--- src/rtl/dtmr_pkg.sv ---
`timescale 1ns/1ps
package dtmr_pkg;
    localparam int NCH = 2;
    localparam int BW  = 8;
    localparam int WW  = NCH * BW;
    localparam int AW  = 4;

    typedef enum logic [2:0] {
        SEL_MODE  = 3'd0,
        SEL_STAT  = 3'd1,
        SEL_CMPA  = 3'd2,
        SEL_CMPB  = 3'd3,
        SEL_COUNT = 3'd4,
        SEL_CLK   = 3'd5,
        SEL_RSV6  = 3'd6,
        SEL_RSV7  = 3'd7
    } sel_e;

    typedef struct packed {
        logic legal;
        logic wide;
        logic ch;
        sel_e sel;
    } acc_t;

    localparam logic [BW-1:0] MODE_RMASK = 8'hF8;
    localparam logic [BW-1:0] CLK_RMASK  = 8'h9F;
    localparam logic [BW-1:0] CMP_RST    = 8'hFF;
    localparam logic [BW-1:0] STAT1_RST  = 8'h10;

    // bit offset of a channel's lane inside a packed word: channel 0 highest
    function automatic int lane(int c);
        return (NCH - 1 - c) * BW;
    endfunction

    // status view: channel 1 has a hard-wired 01 at bits 5:4
    function automatic logic [BW-1:0] stat_view(logic is_ch1, logic [BW-1:0] raw);
        return is_ch1 ? {raw[7:6], 2'b01, raw[3:0]} : raw;
    endfunction

    function automatic logic hits_core(sel_e s);
        return (s == SEL_CMPA) || (s == SEL_CMPB) || (s == SEL_COUNT) || (s == SEL_CLK);
    endfunction
endpackage

--- src/rtl/dtmr_dec.sv ---
`timescale 1ns/1ps
module dtmr_dec
    import dtmr_pkg::*;
(
    input  logic [AW-1:0] addr,
    input  logic          wide,
    output acc_t          acc
);
    sel_e sel;
    logic mapped;
    logic wide_bad;

    always_comb begin
        sel      = sel_e'(addr[3:1]);
        mapped   = !((sel == SEL_RSV6) || (sel == SEL_RSV7));
        wide_bad = wide && (addr[0] || (sel == SEL_MODE) || (sel == SEL_STAT));
        acc.sel   = sel;
        acc.ch    = addr[0];
        acc.wide  = wide;
        acc.legal = mapped && !wide_bad;
    end
endmodule

--- src/rtl/dtmr_regs.sv ---
`timescale 1ns/1ps
module dtmr_regs
    import dtmr_pkg::*;
(
    input  logic                   clk,
    input  logic                   rst,
    input  logic [NCH-1:0]         wr_en,
    input  sel_e                   sel,
    input  logic [NCH-1:0][BW-1:0] wbyte,
    output logic [NCH-1:0][BW-1:0] mode_q,
    output logic [NCH-1:0][BW-1:0] stat_q,
    output logic [NCH-1:0][BW-1:0] cmpa_q,
    output logic [NCH-1:0][BW-1:0] cmpb_q,
    output logic [NCH-1:0][BW-1:0] clk_q
);
    for (genvar c = 0; c < NCH; c++) begin : g_ch
        localparam logic [BW-1:0] STAT_RST = (c == 1) ? STAT1_RST : '0;

        always_ff @(posedge clk) begin
            if (rst) begin
                mode_q[c] <= '0;
                stat_q[c] <= STAT_RST;
                cmpa_q[c] <= CMP_RST;
                cmpb_q[c] <= CMP_RST;
                clk_q[c]  <= '0;
            end else if (wr_en[c]) begin
                case (sel)
                    SEL_MODE: mode_q[c] <= wbyte[c];
                    SEL_STAT: stat_q[c] <= wbyte[c];
                    SEL_CMPA: cmpa_q[c] <= wbyte[c];
                    SEL_CMPB: cmpb_q[c] <= wbyte[c];
                    SEL_CLK:  clk_q[c]  <= wbyte[c];
                    default: ;
                endcase
            end
        end
    end
endmodule

--- src/rtl/dtmr_rdmux.sv ---
`timescale 1ns/1ps
module dtmr_rdmux
    import dtmr_pkg::*;
(
    input  acc_t                   acc,
    input  logic [NCH-1:0][BW-1:0] mode_q,
    input  logic [NCH-1:0][BW-1:0] stat_q,
    input  logic [NCH-1:0][BW-1:0] cmpa_q,
    input  logic [NCH-1:0][BW-1:0] cmpb_q,
    input  logic [NCH-1:0][BW-1:0] clk_q,
    input  logic [NCH-1:0][BW-1:0] cnt_q,
    output logic [WW-1:0]          rdata
);
    logic [NCH-1:0][BW-1:0] view;

    always_comb begin
        for (int c = 0; c < NCH; c++) begin
            case (acc.sel)
                SEL_MODE:  view[c] = mode_q[c] & MODE_RMASK;
                SEL_STAT:  view[c] = stat_view(c == 1, stat_q[c]);
                SEL_CMPA:  view[c] = cmpa_q[c];
                SEL_CMPB:  view[c] = cmpb_q[c];
                SEL_COUNT: view[c] = cnt_q[c];
                SEL_CLK:   view[c] = clk_q[c] & CLK_RMASK;
                default:   view[c] = '1;
            endcase
        end

        rdata = '0;
        if (!acc.legal) begin
            rdata = '1;
        end else if (acc.wide) begin
            for (int c = 0; c < NCH; c++) begin
                rdata[lane(c) +: BW] = view[c];
            end
        end else begin
            rdata[BW-1:0] = view[acc.ch];
        end
    end
endmodule

--- src/rtl/dtmr_busif.sv ---
`timescale 1ns/1ps
module dtmr_busif
    import dtmr_pkg::*;
(
    input  logic          clk,
    input  logic          rst,
    input  logic          req_i,
    input  logic          we_i,
    input  logic          wide_i,
    input  logic [AW-1:0] addr_i,
    input  logic [WW-1:0] wdata_i,
    output logic [WW-1:0] rdata_o,
    output logic          rvalid_o,
    input  logic [WW-1:0] cnt_i,
    output logic [NCH-1:0] cnt_we_o,
    output logic [WW-1:0] cnt_wdata_o,
    output logic [NCH-1:0] upd_o,
    output logic [WW-1:0] mode_o,
    output logic [WW-1:0] stat_o,
    output logic [WW-1:0] cmpa_o,
    output logic [WW-1:0] cmpb_o,
    output logic [WW-1:0] clksel_o
);
    acc_t                   acc;
    logic                   wr_ok;
    logic                   rd_req;
    logic [NCH-1:0]         wr_en;
    logic [NCH-1:0][BW-1:0] wbyte;
    logic [NCH-1:0][BW-1:0] mode_q, stat_q, cmpa_q, cmpb_q, clk_q, cnt_q;
    logic [WW-1:0]          rd_n;
    logic [WW-1:0]          wflat;

    dtmr_dec u_dec (
        .addr (addr_i),
        .wide (wide_i),
        .acc  (acc)
    );

    assign wr_ok  = req_i && we_i && acc.legal;
    assign rd_req = req_i && !we_i;

    for (genvar c = 0; c < NCH; c++) begin : g_lane
        assign wr_en[c]  = wr_ok && (acc.wide || (int'(acc.ch) == c));
        assign wbyte[c]  = acc.wide ? wdata_i[lane(c) +: BW] : wdata_i[BW-1:0];
        assign wflat[lane(c) +: BW]    = wbyte[c];
        assign cnt_q[c]                = cnt_i[lane(c) +: BW];
        assign mode_o[lane(c) +: BW]   = mode_q[c];
        assign stat_o[lane(c) +: BW]   = stat_q[c];
        assign cmpa_o[lane(c) +: BW]   = cmpa_q[c];
        assign cmpb_o[lane(c) +: BW]   = cmpb_q[c];
        assign clksel_o[lane(c) +: BW] = clk_q[c];
    end

    dtmr_regs u_regs (
        .clk    (clk),
        .rst    (rst),
        .wr_en  (wr_en),
        .sel    (acc.sel),
        .wbyte  (wbyte),
        .mode_q (mode_q),
        .stat_q (stat_q),
        .cmpa_q (cmpa_q),
        .cmpb_q (cmpb_q),
        .clk_q  (clk_q)
    );

    dtmr_rdmux u_rdmux (
        .acc    (acc),
        .mode_q (mode_q),
        .stat_q (stat_q),
        .cmpa_q (cmpa_q),
        .cmpb_q (cmpb_q),
        .clk_q  (clk_q),
        .cnt_q  (cnt_q),
        .rdata  (rd_n)
    );

    always_ff @(posedge clk) begin
        if (rst) begin
            rdata_o     <= '0;
            rvalid_o    <= 1'b0;
            cnt_we_o    <= '0;
            cnt_wdata_o <= '0;
            upd_o       <= '0;
        end else begin
            rvalid_o    <= rd_req;
            if (rd_req) rdata_o <= rd_n;
            cnt_we_o    <= (acc.sel == SEL_COUNT) ? wr_en : '0;
            upd_o       <= hits_core(acc.sel) ? wr_en : '0;
            cnt_wdata_o <= wflat;
        end
    end

    // rejected halfword reads answer all ones
    assert_bad_wide_read_R3: assert property (@(posedge clk) disable iff (rst)
        (rd_req && acc.wide && !acc.legal) |=> (rdata_o == '1 && rvalid_o));

    // rejected or unmapped writes leave every register and strobe untouched
    assert_dropped_write_R3: assert property (@(posedge clk) disable iff (rst)
        (req_i && we_i && !acc.legal) |=> ($stable(mode_o) && $stable(stat_o) &&
            $stable(cmpa_o) && $stable(cmpb_o) && $stable(clksel_o) &&
            upd_o == '0 && cnt_we_o == '0));

    assert_unmapped_read_R4: assert property (@(posedge clk) disable iff (rst)
        (rd_req && (addr_i[3:1] == 3'd6 || addr_i[3:1] == 3'd7)) |=> (rdata_o == '1));

    assert_mode_low_zero_R5: assert property (@(posedge clk) disable iff (rst)
        (rd_req && acc.legal && acc.sel == SEL_MODE) |=> (rdata_o[2:0] == 3'b000));

    assert_clk_gap_zero_R6: assert property (@(posedge clk) disable iff (rst)
        (rd_req && acc.legal && !acc.wide && acc.sel == SEL_CLK) |=> (rdata_o[6:5] == 2'b00));

    assert_stat1_fixed_R7: assert property (@(posedge clk) disable iff (rst)
        (rd_req && acc.legal && !acc.wide && acc.ch && acc.sel == SEL_STAT)
            |=> (rdata_o[5:4] == 2'b01));

    assert_idle_no_strobe_R10: assert property (@(posedge clk) disable iff (rst)
        !(req_i && we_i) |=> (upd_o == '0 && cnt_we_o == '0));

    assert_byte_one_strobe_R10: assert property (@(posedge clk) disable iff (rst)
        (req_i && we_i && !wide_i) |=> ($onehot0(upd_o) && $onehot0(cnt_we_o)));
endmodule

--- config.mk ---
export PLATFORM = sky130hd
export DESIGN_NAME = dtmr_busif
export DESIGN_NICKNAME = d
export VERILOG_FILES = /design/src/rtl/dtmr_pkg.sv /design/src/rtl/dtmr_dec.sv /design/src/rtl/dtmr_regs.sv /design/src/rtl/dtmr_rdmux.sv /design/src/rtl/dtmr_busif.sv
export SDC_FILE = /design/constraint.sdc
export NUM_CORES = 1
export LEC_CHECK = 0
export ABC_AREA = 1
export BUFFER_PORTS_ARGS = -buffer_cell sky130_fd_sc_hd__buf_2
export CAP_MARGIN = 0
export CORE_MARGIN = 2
export CORE_UTILIZATION = 40
export CTS_CLUSTER_DIAMETER = 60
export CTS_CLUSTER_SIZE = 40
export DETAILED_ROUTE_END_ITERATION = 7
export GPL_ROUTABILITY_DRIVEN = 0
export PLACE_DENSITY = 0.61
export SYNTH_ARGS = -nofsm -noshare
export SYNTH_HDL_FRONTEND = slang
export SYNTH_HIERARCHICAL = 1
export SYNTH_SLANG_ARGS = --single-unit
--- constraint.sdc ---
create_clock -name clk -period 5.5 [get_ports clk]
set_clock_uncertainty 0.1 [all_clocks]
set_input_delay 1.1 -clock clk [delete_from_list [all_inputs] [get_ports clk]]
set_output_delay 1.1 -clock clk [all_outputs]
set_load 0.005 [all_outputs]
# Yosys cells after proc, flatten, opt, wreduce, memory -nomap -nowiden
# Cells that the tools add are included.
dict set report word_totals {
  in_bits 41
  out_inout_bits 117
  register_bits 117
  word_cells 65
}
dict set report classes {
  muxes 8
  order_cmp 1
  reduce_logical 31
  n_eq_ne 7
  bitwise 3
}
# cell n
set ops {}
lappend ops {{$pmux W8 S6} 2}
lappend ops {{$mux W8} 5}
lappend ops {{$reduce_and A2 Y1} 10}
lappend ops {{$mux W16} 1}
lappend ops {{$eq A3 B3 Y1 const B} 4}
lappend ops {{$logic_or A1 B1 Y1} 8}
lappend ops {{$logic_and A1 B1 Y1} 7}
lappend ops {{$eq A3 B2 Y1 const B} 2}
lappend ops {{$reduce_or A2 Y1} 2}
lappend ops {{$eq A3 B1 Y1 const B} 1}
lappend ops {{$logic_not A1 Y1} 3}
lappend ops {{$logic_not A3 Y1} 1}
lappend ops {{$not A1 Y1} 3}
lappend ops {{$lt A1 B2 Y1 const B} 1}

# Depth between registers and ports, before layout
# Gate-level depths: netlist of the first run.
dict set report logic_depth {
  ltp_word 9
  depth_mapped 16
  depth_no_buf 14
}

# Modules after synthesis
# Netlist of the first run, hierarchy kept.
# module seq_area_each_um2 area_each_um2 cells_each instances
set modules_own_cells {}
lappend modules_own_cells {dtmr_regs 1601.5 3228.1 461 1}
lappend modules_own_cells {dtmr_busif 740.7 1423.9 199 1}
lappend modules_own_cells {dtmr_rdmux 0.0 1133.6 239 1}
lappend modules_own_cells {dtmr_dec 0.0 58.8 10 1}

# Worst setup path before layout of the first run
# No wires, ideal clock.
dict set report synth_path {
  kind {input to register}
  startpoint {input port addr_i[0]}
  endpoint {register u_regs/stat_q[11] (netlist name)}
  path_buffers 2
  required_ps 5287
  setup_time_ps 113
  stages 12
  setup_slack_ps 2881
  arrival_time_ps 2406
  path_cell_list {inv_1 > o21ai_1 > a21oi_1 > nand2_1 > nor2_1 > nand2_1 > inv_1 > buf_2 > clkbuf_1 > nand4_1 > nand2_1 > nor2_1}
}
# element line_no
set synth_rtl {}
lappend synth_rtl {{start, declared} dtmr_busif.sv:10} ;# input logic [AW-1:0] addr_i,
lappend synth_rtl {{end signal, assigned by index} dtmr_regs.sv:29} ;# SEL_STAT: stat_q[c] <= wbyte[c];
lappend synth_rtl {{end, declared} dtmr_regs.sv:11} ;# output logic [NCH-1:0][BW-1:0] stat_q,

==> run summary, run 1 <==
Initial antenna violation count: 0
Worst-path clk slew: 0.05 ns
Sequential fraction of the synthesis area: 0.4008
Worst hold path class: reg2reg
FF+latch count, synth: 117
Final hold vios: 0
Post-CTS setup buffers: 0
Core box area: 14420 um^2
CTS tree: done
Share of cells above drive strength 1: 0.2029
Pwr per Cell Area: 306.9 nW/um^2
Finished Core Util: 0.4946
Crit-path cells: buf_2, o21ai_1, a21oi_1, nand2_1, nor2_1, nand2_1, inv_1, buf_4, inv_1, nor2_1, nor2_1, nor2_1
Root buf cell: clkbuf_16
DRT iter0 DRCs: 628
Highest clock rate: 267.1 MHz
Cell variety after synth: 25
Syn Nets: 950
Final setup slack of the worst path: 1.756 ns
CTS Buffer Depth: 2
Row count: 44
Worst EP required: 5.74 ns
Antenna fix cells: 0
Setup WS pre-CTS: 1.438 ns
IO Pins: 158
Clk_lat worst skew: 0.42 ns
HPWL after detailed placement: 13.86 mm
Slew margin rel.: 0.1182
PostCTS Resize Cnt: 0
DR vias/cell: 5.024
Crit end category: flop
Commonest non-fill, non-tap cell in the layout: nand2_1
Worst path most repeated cell: nor2_1
Slack of the worst reg-to-reg path: 4.00 ns
Mapped cell area: 5844 um^2
Initial Utilization: 0.4052
Maximum VDD drop: 0.0001979 V
Setup_tns: 0 ns
Number of global-route vias before repair: 5384
Layout area overhead: 22.07%
Mapped Cells: 909
Vias: 6199
Gr ovfl total: 0
Worst-margin pin slew: 1.318 ns
Setup violators final: 0
Post-synth EDFFs: 0
Avg WL per Cell: 16.23 um
Count of maximum capacitance violations: 0
Iteration count of the initial detailed-routing pass: 6
DRC: 0
Commonest cells after routing, fill and taps aside: nand2_1 (230), nor2_1 (171), buf_2 (157), inv_1 (120), dfxtp_1 (117)
Die area: 15590 um^2
CP max FO: 44
H-tree Lvls: 4
Post-layout nets: 1078
Final worst-path cycle share: 0.6808
Post-route ant nets: 0
GRT Total Usage: 0.2528
Period minus WS final: 3.744 ns
Die height: 124.9 um
Pin count of the biggest net entering global routing: 45
Leakage power: 3.980 nW
Cts hold-fix bufs: 0
Fin. max-slew vios: 0
CTS Buf Count: 17
Clock sink count: 117
Ys async rst share: 0
Slowest stage delay, CP: 0.63 ns
Crit path DAT: 3.98 ns
Outcome: complete, no violations
I/O Buffers: 157
First-pass GRT wire length: 30.66 mm
Primary FF master, synth: dfxtp_1
Final Routed Wirelength: 20.03 mm
Post-synthesis average cell area: 6.429 um^2
Yosys warns: 6
Setup crit start kind: input pin
Die X: 124.9 um
Crit-path slowest cell: buf_2
Critical setup path kind: in2reg
Unrepaired setup endpoints after global routing: false
through the flow:
step | std cells | cell area (um^2) | power, mW | hold slack, ns
2_1_floorplan | 909 | 5844 | 1.057 | 0.3706
3_3_place_gp | 1202 | 6568 | 1.139 | 0.3566
3_5_place_dp | 1202 | 6568 | 1.139 | 0.3664
4_1_cts | 1234 | 7134 | 2.204 | 0.3788
5_1_grt | 1234 | 7134 | 2.277 | 0.3996
6_report | 1234 | 7134 | 2.190 | 0.3733
kinds of logic after synthesis:
kind of cell,synth area share
simple gates,0.4312
compound gates,0.02912
flops,0.4008
buf+inv,0.1389
state kept, by name, indices dropped and copies added, names as in the netlist, 2 cells and up:
register,cells
cnt_wdata_o,16
cnt_we_o,2
rdata_o,16
u_regs/clk_q,16
u_regs/cmpa_q,16
u_regs/cmpb_q,16
u_regs/mode_q,16
u_regs/stat_q,16
upd_o,2
power by group:
group | leakage (nW) | switching, mW | total, mW | internal (mW)
registers | 0.953 | 0.0120 | 0.883 | 0.871
clock network | 0.271 | 0.402 | 1.06 | 0.660
logic | 2.76 | 0.172 | 0.244 | 0.0717
total | 3.98 | 0.586 | 2.19 | 1.60
critical path, delay by kind of cell:
kind	cells	cell delay, ns
AOI/OAI and AO/OA	2	0.39
buffers and inverters	4	1.43
and+or+nand+nor	6	1.04
worst paths after layout:
check / cells after the start / start / end
max reg2reg: 10 / u_regs/cmpb_q[4] / rdata_o[4]
min: 2 / rdata_o[15] / rdata_o[15]
max: 12 / addr_i[2] / u_regs/stat_q[0]
min reg2reg: 2 / rdata_o[15] / rdata_o[15]
cell type report:
| type | instances | area, um^2 |
|---|---|---|
| fillers | 1524 | 7289 |
| clock inverters | 14 | 137.6 |
| flip-flops and latches | 117 | 2342 |
| inverters | 129 | 489.2 |
| repair buffers | 161 | 815.8 |
| well taps | 184 | 230.2 |
| multi-input cells | 611 | 2690 |
| clock buffers | 18 | 429.2 |
metal layers:
metal | vias to the layer above | track usage | part of all wire
li1 | 3094 | - | -
met1 | 2789 | 0.3543 | 0.46
met2 | 281 | 0.3713 | 0.44
met3 | 35 | 0.07002 | 0.083
met4 | 0 | 0.09216 | 0.021
met5 | - | 0 | 0
synthesized netlist by cell type, drive strengths merged (9+ instances only):
cell    count  share of area
a21oi      21          0.018
o21ai      10         0.0086
clkbuf      9         0.0058
buf        43          0.049
dfxtp     117           0.40
nand2     232           0.15
nor2      180           0.12
inv       129          0.084
nand3     103          0.090
nand4      61          0.065
Note: power is estimated with default switching activity, not from simulation.
==> inputs of run 2 (changes only) <==
--- a/config.mk
+++ b/config.mk
@@ -14,7 +14,7 @@
 export CTS_CLUSTER_SIZE = 40
 export DETAILED_ROUTE_END_ITERATION = 7
 export GPL_ROUTABILITY_DRIVEN = 0
-export PLACE_DENSITY = 0.61
+export PLACE_DENSITY = 0.63
 export SYNTH_ARGS = -nofsm -noshare
 export SYNTH_HDL_FRONTEND = slang
 export SYNTH_HIERARCHICAL = 1
==> constraint.sdc (replaced) <==
create_clock -name clk -period 3.12 [get_ports clk]
set_clock_uncertainty 0.1 [all_clocks]
set_input_delay 0.624 -clock clk [delete_from_list [all_inputs] [get_ports clk]]
set_output_delay 0.624 -clock clk [all_outputs]
set_load 0.005 [all_outputs]
==> run summary, run 2 (synthesis gave the netlist of run 1 again) <==
Worst path most repeated cell: nand2_1
CTS Buf Count: 17
Placed cell area: 6673 um^2
Fin. max-slew vios: 0
Multi-input logic area: 2690 um^2
HPWL after detailed placement: 14.22 mm
Total power: 4.074 mW
Crit-path slowest cell: inv_1
Highest clock rate: 420.2 MHz
Period minus WS final: 2.380 ns
Row count: 44
H-tree Lvls: 4
DR vias/cell: 4.947
Number of global-route vias before repair: 5568
R2R Path End: rdata_o[4]
Commonest cells after routing, fill and taps aside: nand2_1 (230), nor2_1 (171), buf_2 (157), inv_1 (120), dfxtp_1 (117)
Unrepaired setup endpoints after global routing: false
Hold Path End: rdata_o[6]
DRC: 0
Initial Utilization: 0.4052
Avg WL per Cell: 15.81 um
Worst EP required: 3.32 ns
PostCTS Resize Cnt: 0
Worst-margin pin slew: 0.6578 ns
Die X: 124.9 um
Worst hold path class: reg2reg
DRT iter0 DRCs: 625
IO Pins: 158
Setup crit start kind: input pin
Critical setup path kind: in2reg
Post-layout nets: 1092
Slew margin rel.: 0.5599
Crit path DAT: 2.58 ns
Final Routed Wirelength: 19.73 mm
CTS tree: done
Cts hold-fix bufs: 0
Clock sink count: 117
Register Area: 2342 um^2
Setup_tns: 0 ns
I/O Buffers: 157
Crit end category: flop
Final hold vios: 0
Antenna fix cells: 0
Crit-path cells: buf_2, o21ai_1, a21oi_1, nand2_1, nor2_1, nand2_1, inv_1, buf_4, nand2_1, nand2_1, nand3_1
Iteration count of the initial detailed-routing pass: 5
Share of cells above drive strength 1: 0.2124
Final worst-path cycle share: 0.7628
FILL cells: 1505
Outcome: complete, no violations
Count of maximum capacitance violations: 0
Clk_lat worst skew: 0.42 ns
CTS Buffer Depth: 2
Post-CTS setup buffers: 0
GRT Total Usage: 0.2535
Pwr per Cell Area: 558.2 nW/um^2
Gr ovfl total: 0
First-pass GRT wire length: 31.02 mm
Slack of the worst reg-to-reg path: 1.65 ns
Leakage power: 4.073 nW
CP max FO: 15
R2r startpoint: u_regs/cmpb_q[4]
Vias: 6174
Commonest non-fill, non-tap cell in the layout: nand2_1
Worst R2R Path Depth: 10
Bufs and invs on worst path: 3
Pin count of the biggest net entering global routing: 41
Die area: 15590 um^2
Hold path depth: 2
Core box area: 14420 um^2
Hold Path Origin: rdata_o[6]
Layout area overhead: 24.88%
Setup violators final: 0
Root buf cell: clkbuf_16
Worst-path clk slew: 0.05 ns
Slowest stage delay, CP: 0.29 ns
Maximum VDD drop: 0.0003942 V
Cell family with most CP delay: buffers and inverters
Post-route ant nets: 0
Fin area: 7298 um^2
Die height: 124.9 um
Initial antenna violation count: 0
[run 2: tightest hold or removal path, stage by stage (launching register included)]
cell	delay (ns)
dfxtp_1	0.31
nor2_1	0.04
nor2_1	0.08
[run 2: area by class of cell]
class	instances	share of cell area
sequential	117	0.3209
inverter	129	0.06703
clock inverter	12	0.02452
tap	184	0.03154
multi-input combinational	611	0.3686
clock buffer	20	0.06120
timing repair buffer	175	0.1262
[run 2: report_power, final]
group	leakage, nW	switching, mW	internal, mW
sequential	0.953	0.0208	1.54
combinational	2.82	0.303	0.136
clock	0.296	0.723	1.36
total	4.07	1.05	3.03
[run 2: worst max-delay path by stage]
stage / end / cells past startpoint / slack [ns] / from
final: u_regs/cmpb_q[12] / 11 / 0.74 / addr_i[2]
after CTS: u_regs/mode_q[3] / 10 / 0.79 / addr_i[2]
after detailed placement: u_regs/cmpb_q[8] / 11 / 0.36 / addr_i[2]
after floorplan: u_regs/stat_q[11] / 12 / 0.98 / addr_i[0]
after global placement: u_regs/cmpb_q[10] / 11 / 0.46 / addr_i[2]
after global routing: u_regs/mode_q[2] / 11 / 0.55 / addr_i[2]
[run 2: layer usage]
layer / part of all wire / track usage / wire length (um)
met5: 0 / 0 / 0
met4: 0.022 / 0.08105 / 427
met3: 0.078 / 0.06873 / 1546
met2: 0.45 / 0.3957 / 8832
met1: 0.45 / 0.3414 / 8925
[run 2: metrics by stage]
step	utilization	instances	hold WS (ns)	setup WS, ns
after floorplan	-	909	0.3706	0.9773
after CTS	0.5060	1248	0.3606	0.7895
final	0.5060	1248	0.3722	0.7401
after global routing	0.5060	1248	0.3670	0.5477
after global placement	0.4626	1216	0.3577	0.4575
after detailed placement	0.4626	1216	0.3620	0.3593
==> inputs of run 3 (changes only) <==
--- a/config.mk
+++ b/config.mk
@@ -5,7 +5,7 @@
 export SDC_FILE = /design/constraint.sdc
 export NUM_CORES = 1
 export LEC_CHECK = 0
-export ABC_AREA = 1
+export ABC_AREA = 0
 export BUFFER_PORTS_ARGS = -buffer_cell sky130_fd_sc_hd__buf_2
 export CAP_MARGIN = 0
 export CORE_MARGIN = 2
@@ -14,7 +14,7 @@
 export CTS_CLUSTER_SIZE = 40
 export DETAILED_ROUTE_END_ITERATION = 7
 export GPL_ROUTABILITY_DRIVEN = 0
-export PLACE_DENSITY = 0.63
+export PLACE_DENSITY = 0.64
 export SYNTH_ARGS = -nofsm -noshare
 export SYNTH_HDL_FRONTEND = slang
 export SYNTH_HIERARCHICAL = 1
==> constraint.sdc (replaced) <==
create_clock -name clk -period 2.02 [get_ports clk]
set_clock_uncertainty 0.1 [all_clocks]
set_input_delay 0.404 -clock clk [delete_from_list [all_inputs] [get_ports clk]]
set_output_delay 0.404 -clock clk [all_outputs]
set_load 0.005 [all_outputs]
==> run summary, run 3 <==
Row count: 42
Top sig layer: met4
Crit path DAT: 2.12 ns
Pin count of the biggest net entering global routing: 65
IO Pins: 158
Number of global-route vias before repair: 4729
Worst Hold Slack: 0.1820 ns
Commonest cells after routing, fill and taps aside: buf_2 (156), dfxtp_1 (117), mux2i_1 (90), nand2b_1 (68), nor2_1 (61)
Layout area overhead: 32.57%
Slowest stage delay, CP: 0.37 ns
Clock power frac: 0.520
FILL cells: 1199
Clock sink count: 117
Worst EP required: 2.25 ns
Cts hold-fix bufs: 0
Synth cell count leaders: dfxtp_1 (117), mux2i_1 (90), nand2b_1 (68)
Post-layout nets: 792
Cell variety after synth: 59
Outcome: complete, no violations
R2r startpoint: u_regs/stat_q[14]
Sw Share: 0.2288
Internal power: 4.825 mW
Cell taking the most area after synthesis: dfxtp_1
Yosys warns: 6
Initial Utilization: 0.4112
Area share of the largest cell type after synthesis: 0.4267
Mapped cell area: 5489 um^2
Hold Path Origin: wdata_i[3]
HPWL after detailed placement: 12.72 mm
Count of maximum capacitance violations: 0
CP max FO: 8
DR vias/cell: 5.124
Power share of the combinational group: 0.099
Flop pwr share: 0.382
PostCTS Resize Cnt: 0
CTS Buffer Depth: 2
Crit end category: flop
DRC: 0
Cell family with most CP delay: simple AND/OR/NAND/NOR gates
Psw: 1.431 mW
Setup crit start kind: input pin
Met1 WL: 7.596 mm
Initial antenna violation count: 0
Post-synth EDFFs: 0
Die X: 121.1 um
Fin. max-slew vios: 0
Critical setup path kind: in2reg
Primary FF master, synth: dfxtp_1
Crit-path cells: buf_2, o21bai_1, a22oi_2, and3_1, o21ai_0, inv_1, nor4bb_2, buf_4, mux2i_1
H-tree Lvls: 4
First-pass GRT wire length: 26.03 mm
Pwr per Cell Area: 859.8 nW/um^2
Wire length on met3: 1.159 mm
R2R Path End: rdata_o[6]
Dominant cell by count in the synthesized netlist: dfxtp_1
Sequential fraction of the synthesis area: 0.4267
Root buf cell: clkbuf_16
Slack of the worst reg-to-reg path: 0.26 ns
Period minus WS final: 1.892 ns
Post-route ant nets: 0
Crit-path slowest cell: nor4bb_2
Final Routed Wirelength: 17.10 mm
Final worst-path cycle share: 0.9366
Die area: 14680 um^2
Gr ovfl total: 0
Mapped Cells: 571
Crit path to: u_regs/cmpa_q[10]
Iteration count of the initial detailed-routing pass: 5
Avg WL per Cell: 18.20 um
Finished Layout Cells: 940
Setup WS pre-CTS: -0.2051 ns
Worst-path clk slew: 0.06 ns
Final setup slack of the worst path: 0.1280 ns
Highest clock rate: 528.5 MHz
Met2 WL: 8.028 mm
I/O Buffers: 157
Total power: 6.257 mW
Maximum VDD drop: 0.0004755 V
Post-synthesis average cell area: 9.613 um^2
Bufs and invs on worst path: 3
CTS tree: done
Worst hold path class: in2reg
FF+latch count, synth: 117
Die height: 121.1 um
Final hold vios: 0
Placed Cells incl. Taps: 908
Leakage power: 3.412 nW
Share of cells above drive strength 1: 0.3613
Syn Nets: 612
Clk_lat worst skew: 0.41 ns
Ys async rst share: 0
Unrepaired setup endpoints after global routing: false
Commonest non-fill, non-tap cell in the layout: buf_2
Levels on crit path: 9
DRT iter0 DRCs: 274
Vias: 4817
Core box area: 13350 um^2
Setup violators final: 0
CTS Buf Count: 17
Worst R2R Path Depth: 6
Setup_tns: 0 ns
Worst-margin pin slew: 0.6020 ns
Slew margin rel.: 0.5987
Antenna fix cells: 0
GRT Total Usage: 0.2333
CP startpoint: addr_i[0]
Area contributors post-synth: dfxtp_1 (43%), mux2i_1 (16%), nand2b_1 (7.8%), nor2_1 (4.2%), mux2_2 (3.7%)
Post-CTS setup buffers: 0
-- run 3: layer usage --
| metal | global-route usage | vias to the layer above |
|---|---|---|
| met2 | 0.3746 | 174 |
| met5 | 0 | - |
| met3 | 0.06015 | 21 |
| li1 | - | 2325 |
| met1 | 0.3007 | 2297 |
| met4 | 0.08908 | 0 |
-- run 3: layout make-up --
cell class                      instances  area, um^2  share of cell area
Timing Repair Buffer                  209        1191              0.1637
Clock inverter                         13       206.4             0.02837
Sequential cell                       117        2342              0.3219
Tap cell                              176       220.2             0.03026
Inverter                                7       26.28            0.003611
Multi-Input combinational cell        399        2858              0.3927
Clock buffer                           19       432.9             0.05949
-- run 3: logic make-up (layout without fill, tap and decap cells) --
group	Yosys count	count (layout)	synth area share
AO/OA/AOI/OAI	79	79	0.09825
XOR/XNOR	1	1	0.001596
multiplexers	113	113	0.2154
AND/OR/NAND/NOR	206	206	0.2004
buffers and inverters	55	248	0.05767
flip-flops	117	117	0.4267
-- run 3: power groups by stage --
stage                     Sequential [mW]  Clock [mW]  Combinational, mW
after floorplan                      2.44           0              0.362
after global placement               2.43           0              0.603
after detailed placement             2.44           0              0.608
after CTS                            2.39        3.30              0.612
after global routing                 2.39        3.41              0.667
final                                2.39        3.25              0.617
-- run 3: worst min path at each step --
stage	to	depth (start not counted)	slack, ns
final	cnt_wdata_o[3]	2	0.18
after global placement	rdata_o[8]	2	0.34
after floorplan	rdata_o[0]	2	0.35
after CTS	cnt_wdata_o[3]	2	0.17
after detailed placement	rdata_o[13]	2	0.35
after global routing	cnt_wdata_o[3]	2	0.19
-- run 3: stage by stage --
step | utilization | instance area [um^2]
after floorplan | - | 5500
after global placement | 0.4973 | 6638
after detailed placement | 0.4973 | 6638
after CTS | 0.5452 | 7277
after global routing | 0.5452 | 7277
final | 0.5452 | 7277
